===== src/rtl/bank_pkg.sv =====
package bank_pkg;
  localparam int NLOG      = 15;
  localparam int FIQ_BASE  = 15;
  localparam int IRQ_BASE  = 22;
  localparam int SVC_BASE  = 24;
  localparam int NPHYS     = 26;
  localparam int SLOTW     = $clog2(NPHYS);
  localparam int FLAGW     = 6;
  localparam logic [31:0] ADDR_MASK = 32'h03FF_FFFC;

  typedef enum logic [1:0] {
    MD_USR = 2'b00,
    MD_FIQ = 2'b01,
    MD_IRQ = 2'b10,
    MD_SVC = 2'b11
  } mode_e;

  // logical index -> physical slot for a given mode
  function automatic logic [SLOTW-1:0] phys_slot(mode_e m, logic [3:0] idx);
    logic [SLOTW-1:0] s;
    s = SLOTW'(idx);
    if (m == MD_FIQ && idx >= 4'd8 && idx <= 4'd14)
      s = SLOTW'(FIQ_BASE) + SLOTW'(idx - 4'd8);
    else if (m == MD_IRQ && (idx == 4'd13 || idx == 4'd14))
      s = SLOTW'(IRQ_BASE) + SLOTW'(idx - 4'd13);
    else if (m == MD_SVC && (idx == 4'd13 || idx == 4'd14))
      s = SLOTW'(SVC_BASE) + SLOTW'(idx - 4'd13);
    return s;
  endfunction

  function automatic logic [31:0] pack_word(logic [31:0] pc, logic [FLAGW-1:0] fl,
                                            logic [1:0] md);
    return (32'(fl) << 26) | (pc & ADDR_MASK) | 32'(md);
  endfunction
endpackage


===== src/rtl/bank_map.sv =====
module bank_map
  import bank_pkg::*;
(
  input  mode_e            mode,
  input  logic [3:0]       idx,
  output logic [SLOTW-1:0] slot,
  output logic             hit
);
  assign hit  = (idx != 4'd15);
  assign slot = phys_slot(mode, idx);
endmodule


===== src/rtl/reg_store.sv =====
module reg_store
  import bank_pkg::*;
#(
  parameter int DW = 32
) (
  input  logic             clk,
  input  logic             rst_n,
  input  logic             we,
  input  logic [SLOTW-1:0] wslot,
  input  logic [DW-1:0]    wd,
  input  logic [SLOTW-1:0] ra_slot,
  output logic [DW-1:0]    ra_q,
  input  logic [SLOTW-1:0] rb_slot,
  output logic [DW-1:0]    rb_q
);
  logic [DW-1:0] q [NPHYS];

  for (genvar s = 0; s < NPHYS; s++) begin : g_slot
    always_ff @(posedge clk or negedge rst_n) begin
      if (!rst_n)                             q[s] <= '0;
      else if (we && wslot == SLOTW'(s))      q[s] <= wd;
    end
  end

  always_comb begin
    ra_q = '0;
    rb_q = '0;
    if (int'(ra_slot) < NPHYS) ra_q = q[ra_slot];
    if (int'(rb_slot) < NPHYS) rb_q = q[rb_slot];
  end
endmodule


===== src/rtl/psr_codec.sv =====
module psr_codec
  import bank_pkg::*;
(
  input  logic [31:0]      pk_pc,
  input  logic [FLAGW-1:0] pk_flags,
  input  logic [1:0]       pk_mode,
  output logic [31:0]      pk_word,
  input  logic [31:0]      up_word,
  output logic [31:0]      up_pc,
  output logic [FLAGW-1:0] up_flags,
  output logic [1:0]       up_mode
);
  assign pk_word  = pack_word(pk_pc, pk_flags, pk_mode);
  assign up_pc    = up_word & ADDR_MASK;
  assign up_flags = up_word[31:26];
  assign up_mode  = up_word[1:0];
endmodule


===== src/rtl/banked_regfile.sv =====
module banked_regfile
  import bank_pkg::*;
#(
  parameter int DW = 32
) (
  input  logic          clk,
  input  logic          rst_n,
  input  logic [1:0]    mode_i,
  output logic [1:0]    cur_mode,
  input  logic          wr_en,
  input  logic [3:0]    wr_idx,
  input  logic [DW-1:0] wr_data,
  input  logic [3:0]    rd_a_idx,
  output logic [DW-1:0] rd_a_data,
  input  logic [3:0]    rd_b_idx,
  output logic [DW-1:0] rd_b_data,
  input  logic [31:0]   pk_pc,
  input  logic [5:0]    pk_flags,
  input  logic [1:0]    pk_mode,
  output logic [31:0]   pk_word,
  input  logic [31:0]   up_word,
  output logic [31:0]   up_pc,
  output logic [5:0]    up_flags,
  output logic [1:0]    up_mode
);
  localparam int NPORT = 3;  // 0 write, 1 read A, 2 read B

  mode_e mode_q;
  always_ff @(posedge clk or negedge rst_n) begin
    if (!rst_n) mode_q <= MD_USR;
    else        mode_q <= mode_e'(mode_i);
  end
  assign cur_mode = mode_q;

  logic [3:0]       port_idx  [NPORT];
  logic [SLOTW-1:0] port_slot [NPORT];
  logic             port_hit  [NPORT];
  assign port_idx[0] = wr_idx;
  assign port_idx[1] = rd_a_idx;
  assign port_idx[2] = rd_b_idx;

  for (genvar p = 0; p < NPORT; p++) begin : g_map
    bank_map u_map (
      .mode (mode_q),
      .idx  (port_idx[p]),
      .slot (port_slot[p]),
      .hit  (port_hit[p])
    );
  end

  // named internal events for the checker
  logic          wr_fire;
  logic [DW-1:0] ra_raw, rb_raw;
  assign wr_fire = wr_en && port_hit[0];

  reg_store #(.DW(DW)) u_store (
    .clk     (clk),
    .rst_n   (rst_n),
    .we      (wr_fire),
    .wslot   (port_slot[0]),
    .wd      (wr_data),
    .ra_slot (port_slot[1]),
    .ra_q    (ra_raw),
    .rb_slot (port_slot[2]),
    .rb_q    (rb_raw)
  );

  assign rd_a_data = port_hit[1] ? ra_raw : '0;
  assign rd_b_data = port_hit[2] ? rb_raw : '0;

  psr_codec u_psr (
    .pk_pc    (pk_pc),
    .pk_flags (pk_flags),
    .pk_mode  (pk_mode),
    .pk_word  (pk_word),
    .up_word  (up_word),
    .up_pc    (up_pc),
    .up_flags (up_flags),
    .up_mode  (up_mode)
  );
endmodule


===== config.mk =====
export PLATFORM = sky130hd
export DESIGN_NAME = banked_regfile
export DESIGN_NICKNAME = d
export VERILOG_FILES = /design/src/rtl/bank_pkg.sv /design/src/rtl/bank_map.sv /design/src/rtl/reg_store.sv /design/src/rtl/psr_codec.sv /design/src/rtl/banked_regfile.sv
export SDC_FILE = /design/constraint.sdc
export NUM_CORES = 2
export LEC_CHECK = 0
export BUFFER_PORTS_ARGS = -buffer_cell sky130_fd_sc_hd__buf_2
export CAP_MARGIN = 30
export CORE_MARGIN = 4
export CORE_UTILIZATION = 25
export DETAILED_ROUTE_END_ITERATION = 12
export GPL_ROUTABILITY_DRIVEN = 0
export SETUP_SLACK_MARGIN = 0.02
export SLEW_MARGIN = 40
export SYNTH_ARGS = -nofsm -noshare
export SYNTH_HDL_FRONTEND = slang
export SYNTH_SLANG_ARGS = --single-unit

===== constraint.sdc =====
create_clock -name clk -period 4.5 [get_ports clk]
set_clock_uncertainty 0.05 [all_clocks]
set_input_delay 0.225 -clock clk [delete_from_list [all_inputs] [get_ports clk]]
set_output_delay 0.225 -clock clk [all_outputs]
set_load 0.1 [all_outputs]

After elaboration in Yosys (flattened, before gate mapping) --
Index checks and enable logic that the tools add are counted.
Operators by class: reductions and logical operators 43, eq/ne operators 37, multiplexer cells 19, order comparisons 10, bitwise operators 4, add/sub/neg operators 15
Operators by type and width (count):
- $bmux 32 s5 | 2
- $mux 32 | 8
- $eq 5x5->1 const B | 10
- $mux 5 | 9
- $eq 5x4->1 const B | 8
- $logic_and 1x1->1 | 39
- $or 32x2->32 | 1
- $or 32x26->32 | 1
- $add 5x5->5 const A | 6
- $sub 4x4->5 const B | 6
- $eq 4x4->1 const B | 6
- $eq 5x3->1 const B | 4
- $add 4x5->5 const A | 3
- $ge 4x4->1 const B | 3
- $ge 6x6->1 const B | 2
- $le 4x4->1 const B | 3
- $ne 4x4->1 const B | 3
- $not 5->6 | 2
- $eq 5x2->1 const B | 2
- $lt 5x5->1 const B | 2
- $eq 5x1->1 const B | 1
- $logic_not 5->1 | 1
- $eq 2x2->1 const B | 2
- $logic_or 1x1->1 | 3
- $eq 2x1->1 const B | 1
Word-level totals: input bits 121, register bits 834, word-level logic and storage cells 155

Depth between registers and ports, before layout --
depth after elaboration 12, depth in mapped cells 14, gate-level depth less buffers 12

By module --
From an unflattened synthesis, not the netlist that was laid out.
Second synthesis, totals: cell total of the unflattened synthesis 3435, area, all modules 46921.3 um^2
By module, submodules not included:
- reg_store | times used 1, area each 44896.8 um^2, sequential area each 20820.0 um^2, cells an instance 3163
- bank_map | times used 3, area each 315.3 um^2, sequential area each 0.0 um^2, cells an instance 42
- psr_codec | times used 1, area each 544.3 um^2, sequential area each 0.0 um^2, cells an instance 73
- banked_regfile | times used 1, area each 534.3 um^2, sequential area each 50.0 um^2, cells an instance 73

Worst setup path after synthesis --
OpenSTA, ideal clock, no wires.
kind reg2out, start reg mode_q[1], in the netlist cur_mode[1], end out rd_a_data[1], arrival 5.745 ns, cell stages (with the launch flop) 11, setup slack -1.520 ns, cell sequence dfrtp_1 -> buf_4 -> o2111ai_2 -> or3b_1 -> o221ai_2 -> buf_2 -> buf_2 -> nor2_1 -> nor2_1 -> o22ai_1 -> o41ai_1
Between the ends: longest elaborated chain between the ends 11, elaborated cells on any way between the ends 17
Ends and longest elaborated chain:
- from (decl) | line banked_regfile.sv:28 | mode_e mode_q;
- from (signal assigned) | line banked_regfile.sv:31 | else mode_q <= mode_e'(mode_i);
- $eq 2x2->1 | line bank_pkg.sv:26 | else if (m == MD_SVC && (idx == 4'd13 || idx == 4'd14))
- $logic_and 1x1->1 | line bank_pkg.sv:26
- $mux 5 | line bank_pkg.sv:26
- $mux 5 | line bank_pkg.sv:24 | else if (m == MD_IRQ && (idx == 4'd13 || idx == 4'd14))
- $mux 5 (*) | line bank_pkg.sv:22 | if (m == MD_FIQ && idx >= 4'd8 && idx <= 4'd14)
- $not 5->6 (not written as such) | line reg_store.sv:28 | if (int'(ra_slot) < NPHYS) ra_q = q[ra_slot];
- $bmux 32 s5 | line reg_store.sv:28
- $mux 32 (not written as such) (2 in series) | line reg_store.sv:28
- $mux 32 (*) | line reg_store.sv:28
- $mux 32 (*) | line banked_regfile.sv:68 | assign rd_a_data = port_hit[1] ? ra_raw : '0;
- to (decl) | line banked_regfile.sv:14 | output logic [DW-1:0] rd_a_data,
Every way passes the cells marked *; elsewhere a longest branch is shown, timed or not. The select of a mux whose other input is x is not followed.

Worst setup path in the final report --
start reg mode_q[1], in the netlist cur_mode[1], end out rd_a_data[21]
Same word-level chain as after synthesis.

==> impl_metrics.json <==
{
  "run_status": "finished, final reports clean",
  "endpoint_kind": "output port",
  "met3WireLength_mm": 11.0,
  "cts_max_path_buffers": 3,
  "setup.worst_path.class": "flop to output port",
  "maximum_fanout_encountered_on_the_critical_timing_path": 16,
  "final.hold.worst_slack_ns": 0.0284,
  "final_common_cell": "dfrtp_1",
  "asyncSetResetFlopFracSynth": 1.00,
  "dpl.hpwl_mm": 103,
  "num_rows": 158,
  "postSynth.topFlopCell": "dfrtp_1",
  "die_x_um": 440,
  "crit_arrival_ns": 4.06,
  "timing_worst_slew_pin_value_ns": 0.845,
  "cts.reportedPaths.clkPinSlew_ns": 0.06,
  "layout.nets": 3919,
  "max_cap_violations": 0,
  "dr_total_vias": 33500,
  "htree_levels": 3,
  "worst_skew_pair.late_latency_ns": 0.69,
  "synthesis.instances": 3787,
  "layout.cells.most_common_list": "dfrtp_1 (832), mux2_2 (807), nand2_1 (431)",
  "number_of_antenna_violations_at_the_first_check_in_global_routing": 26,
  "worst_r2r_endpoint": "u_store.q[574]$_DFFE_PN0P_",
  "wl_met2_mm": 78.2,
  "post_synth_and_or_nand_nor_area_fraction": 0.0786,
  "power_leakage_nw": 23.8,
  "cts_buffers": 93,
  "initial_core_util": 0.252,
  "drive_gt1_frac": 0.420,
  "numClockSinks": 834,
  "synth.distinct_cells": 79,
  "synth_adder_area_share": 0.00402,
  "drt-pass1-iter-count": 5,
  "synth_edf_count": 0,
  "fillCellCount": 18600,
  "grt_setup_unrepaired": "yes",
  "grt_start_max_net_pins": 113,
  "die_height_um": 440,
  "topRoutingLayerUsed": "met5",
  "avgRoutedWirePerCell_um": 25.7,
  "report.final.hold_viol_count": 0,
  "viasPerCell": 5.27,
  "reg2reg_setup_slack_ns": 1.01,
  "ys_seq_area_frac": 0.447,
  "first_global_vias": 33900,
  "worst_min_delay_path_class": "input pin to async pin",
  "start_kind": "flop",
  "synthToLayoutAreaGrowth_pct": 18.5,
  "number_of_endpoints_failing_setup_at_the_final_stage": 0,
  "crit-reg2reg-launch": "cur_mode[0]$_DFF_PN0_",
  "synth.cell_area_sq_um": 46700,
  "synthMuxAreaShare": 0.357,
  "totalWireLength_mm": 163,
  "vdd.ir_drop.worst_mv": 0.315,
  "clockRootBuffer": "clkbuf_16",
  "worst_ep_required_time_ns": 4.22,
  "fmaxAchievable_mhz": 231,
  "synth_compound_gate_area_share": 0.0593,
  "drc_errors": 0,
  "tritoncts": "done",
  "io-pin-count": 259,
  "synth.yosys.warnings": 0,
  "reg2reg_depth": 9,
  "synthXorXnorAreaFrac": 0.00418,
  "largest_family_of_logic_cells_by_synthesized_area": "multiplexers",
  "core_sq_um": 186000,
  "report.final.slew_viol_count": 0,
  "timing.max_slew.rel_slack": 0.436,
  "drtIter0Drc": 3242,
  "place.port_buffers": 114,
  "timing.final.crit_period_ns": 4.33,
  "gr-usage-all-layers": 0.164,
  "grt_first_pass_wirelength_mm": 238,
  "syn_area_per_cell_sq_um": 12.3,
  "final.period_utilization": 0.963,
  "routed_metal_1_wire_length_mm": 65.2,
  "setup_tns_ns": 0,
  "design.die.area_sq_um": 194000,
  "synth_seq_cells": 834,
  "drtAntennaViolNets": 0,
  "power_density_nw_per_um2": 499,
  "overflow_after_grt": 0
}
[logic make-up (layout without fill, tap and decap cells)]
family	after synthesis	in the layout
buffers and inverters	431	494
AND/OR/NAND/NOR	818	818
XOR/XNOR	15	15
multiplexers	1266	1266
other	1	16
AO/OA/AOI/OAI	407	407
adder cells (fa/ha/maj)	15	15
flip-flops	834	834
[through the flow]
step	util	area, sq um	setup WS [ns]	std cells	power (mW)
floorplan	-	47200	-0.191	3794	17.3
global placement	0.281	52100	0.261	6161	19.7
detailed placement	0.281	52200	0.306	6163	20.0
CTS	0.298	55300	0.0401	6337	27.8
global route	0.298	55400	0.000558	6340	28.8
finish	0.298	55400	0.166	6345	27.6
[power by group]
| group | total (mW) | internal, mW | switching, mW |
|---|---|---|---|
| Sequential | 11.0 | 9.50 | 1.52 |
| Clock | 7.69 | 4.47 | 3.22 |
| Combinational | 8.90 | 4.39 | 4.51 |
[per-layer routing]
layer	GRT usage	vias to the layer above
met5	0	-
met1	0.208	17600
met4	0.0748	6
met3	0.0285	419
li1	-	14000
met2	0.274	1432
[synthesized netlist by cell type (4+ instances only)]
library cell	number	area (sq um)
buf_2	151	756
nand4_1	4	25.0
nor3_1	24	120
a221o_1	13	130
o21ai_1	20	100
a21o_1	16	120
nand3b_1	5	37.5
nor4_1	15	93.8
nand2_1	447	1680
nand2b_1	5	31.3
a21oi_1	86	430
clkbuf_1	130	488
o21ai_0	37	185
and2_1	21	131
and3_1	32	200
a221oi_1	30	263
nor2_1	72	270
a211oi_1	45	338
a31oi_1	33	206
buf_6	24	270
xnor2_1	5	43.8
xor2_1	6	52.6
o221ai_1	18	158
ha_1	15	188
mux2_2	807	9090
mux4_2	236	5320
o211ai_1	4	30.0
or3_1	33	206
nand3_1	140	701
buf_4	101	758
inv_1	10	37.5
nor2b_1	5	31.3
buf_1	14	52.6
dfrtp_1	834	20900
o22ai_1	66	413
mux2i_1	195	1950
mux2_1	28	315
[sequential cells by signal, indices dropped and copies added (netlist names)]
register and cells:
u_store.q 832, cur_mode 2
[timing repair]
item | 4_1_cts | 5_1_grt
pin swaps | 1 | 0
hold buffers | 3 | 0
endpoints found under the hold margin | 182 | 0
setup buffers | 2 | 0
endpoints found under the setup margin | 13 | 22
resized for setup | 4 | 8
[final cells by class]
type / count / area [sq um] / share of cell area
Sequential cell: 834 / 20900 / 0.377
Tap cell: 2480 / 3100 / 0.0560
Clock buffer: 149 / 2870 / 0.0518
Clock inverter: 20 / 194 / 0.00350
Antenna cell: 8 / 20.0 / 0.000361
Multi-Input combinational cell: 2529 / 24300 / 0.438
Inverter: 10 / 37.5 / 0.000678
Timing Repair Buffer: 315 / 4020 / 0.0725
[worst max-delay path, stage by stage (launching register included)]
cell     delay (ns)
dfrtp_2        0.48
and2b_4        0.34
nand3_4        0.14
nand2_4        0.19
xnor2_4        0.14
buf_12         0.22
buf_12         0.17
buf_6          0.26
mux4_2         0.55
mux2i_1        0.26
o22ai_1        0.13
a21o_1         0.25
buf_12         0.19
[how the worst max path moves through the flow]
stage | startpoint | endpoint | slack [ns] | depth (start not counted)
6_report | cur_mode[1]$_DFF_PN0_ | rd_a_data[21] | 0.17 | 12
5_1_grt | cur_mode[1]$_DFF_PN0_ | rd_a_data[10] | 0.0006 | 11
4_1_cts | cur_mode[1]$_DFF_PN0_ | rd_a_data[7] | 0.04 | 11
3_5_place_dp | rd_b_idx[0] | rd_b_data[2] | 0.31 | 13
3_3_place_gp | rd_a_idx[0] | rd_a_data[27] | 0.26 | 12
2_1_floorplan | cur_mode[1]$_DFF_PN0_ | rd_a_data[1] | -0.19 | 10
Power figures use the tool's default switching activity.
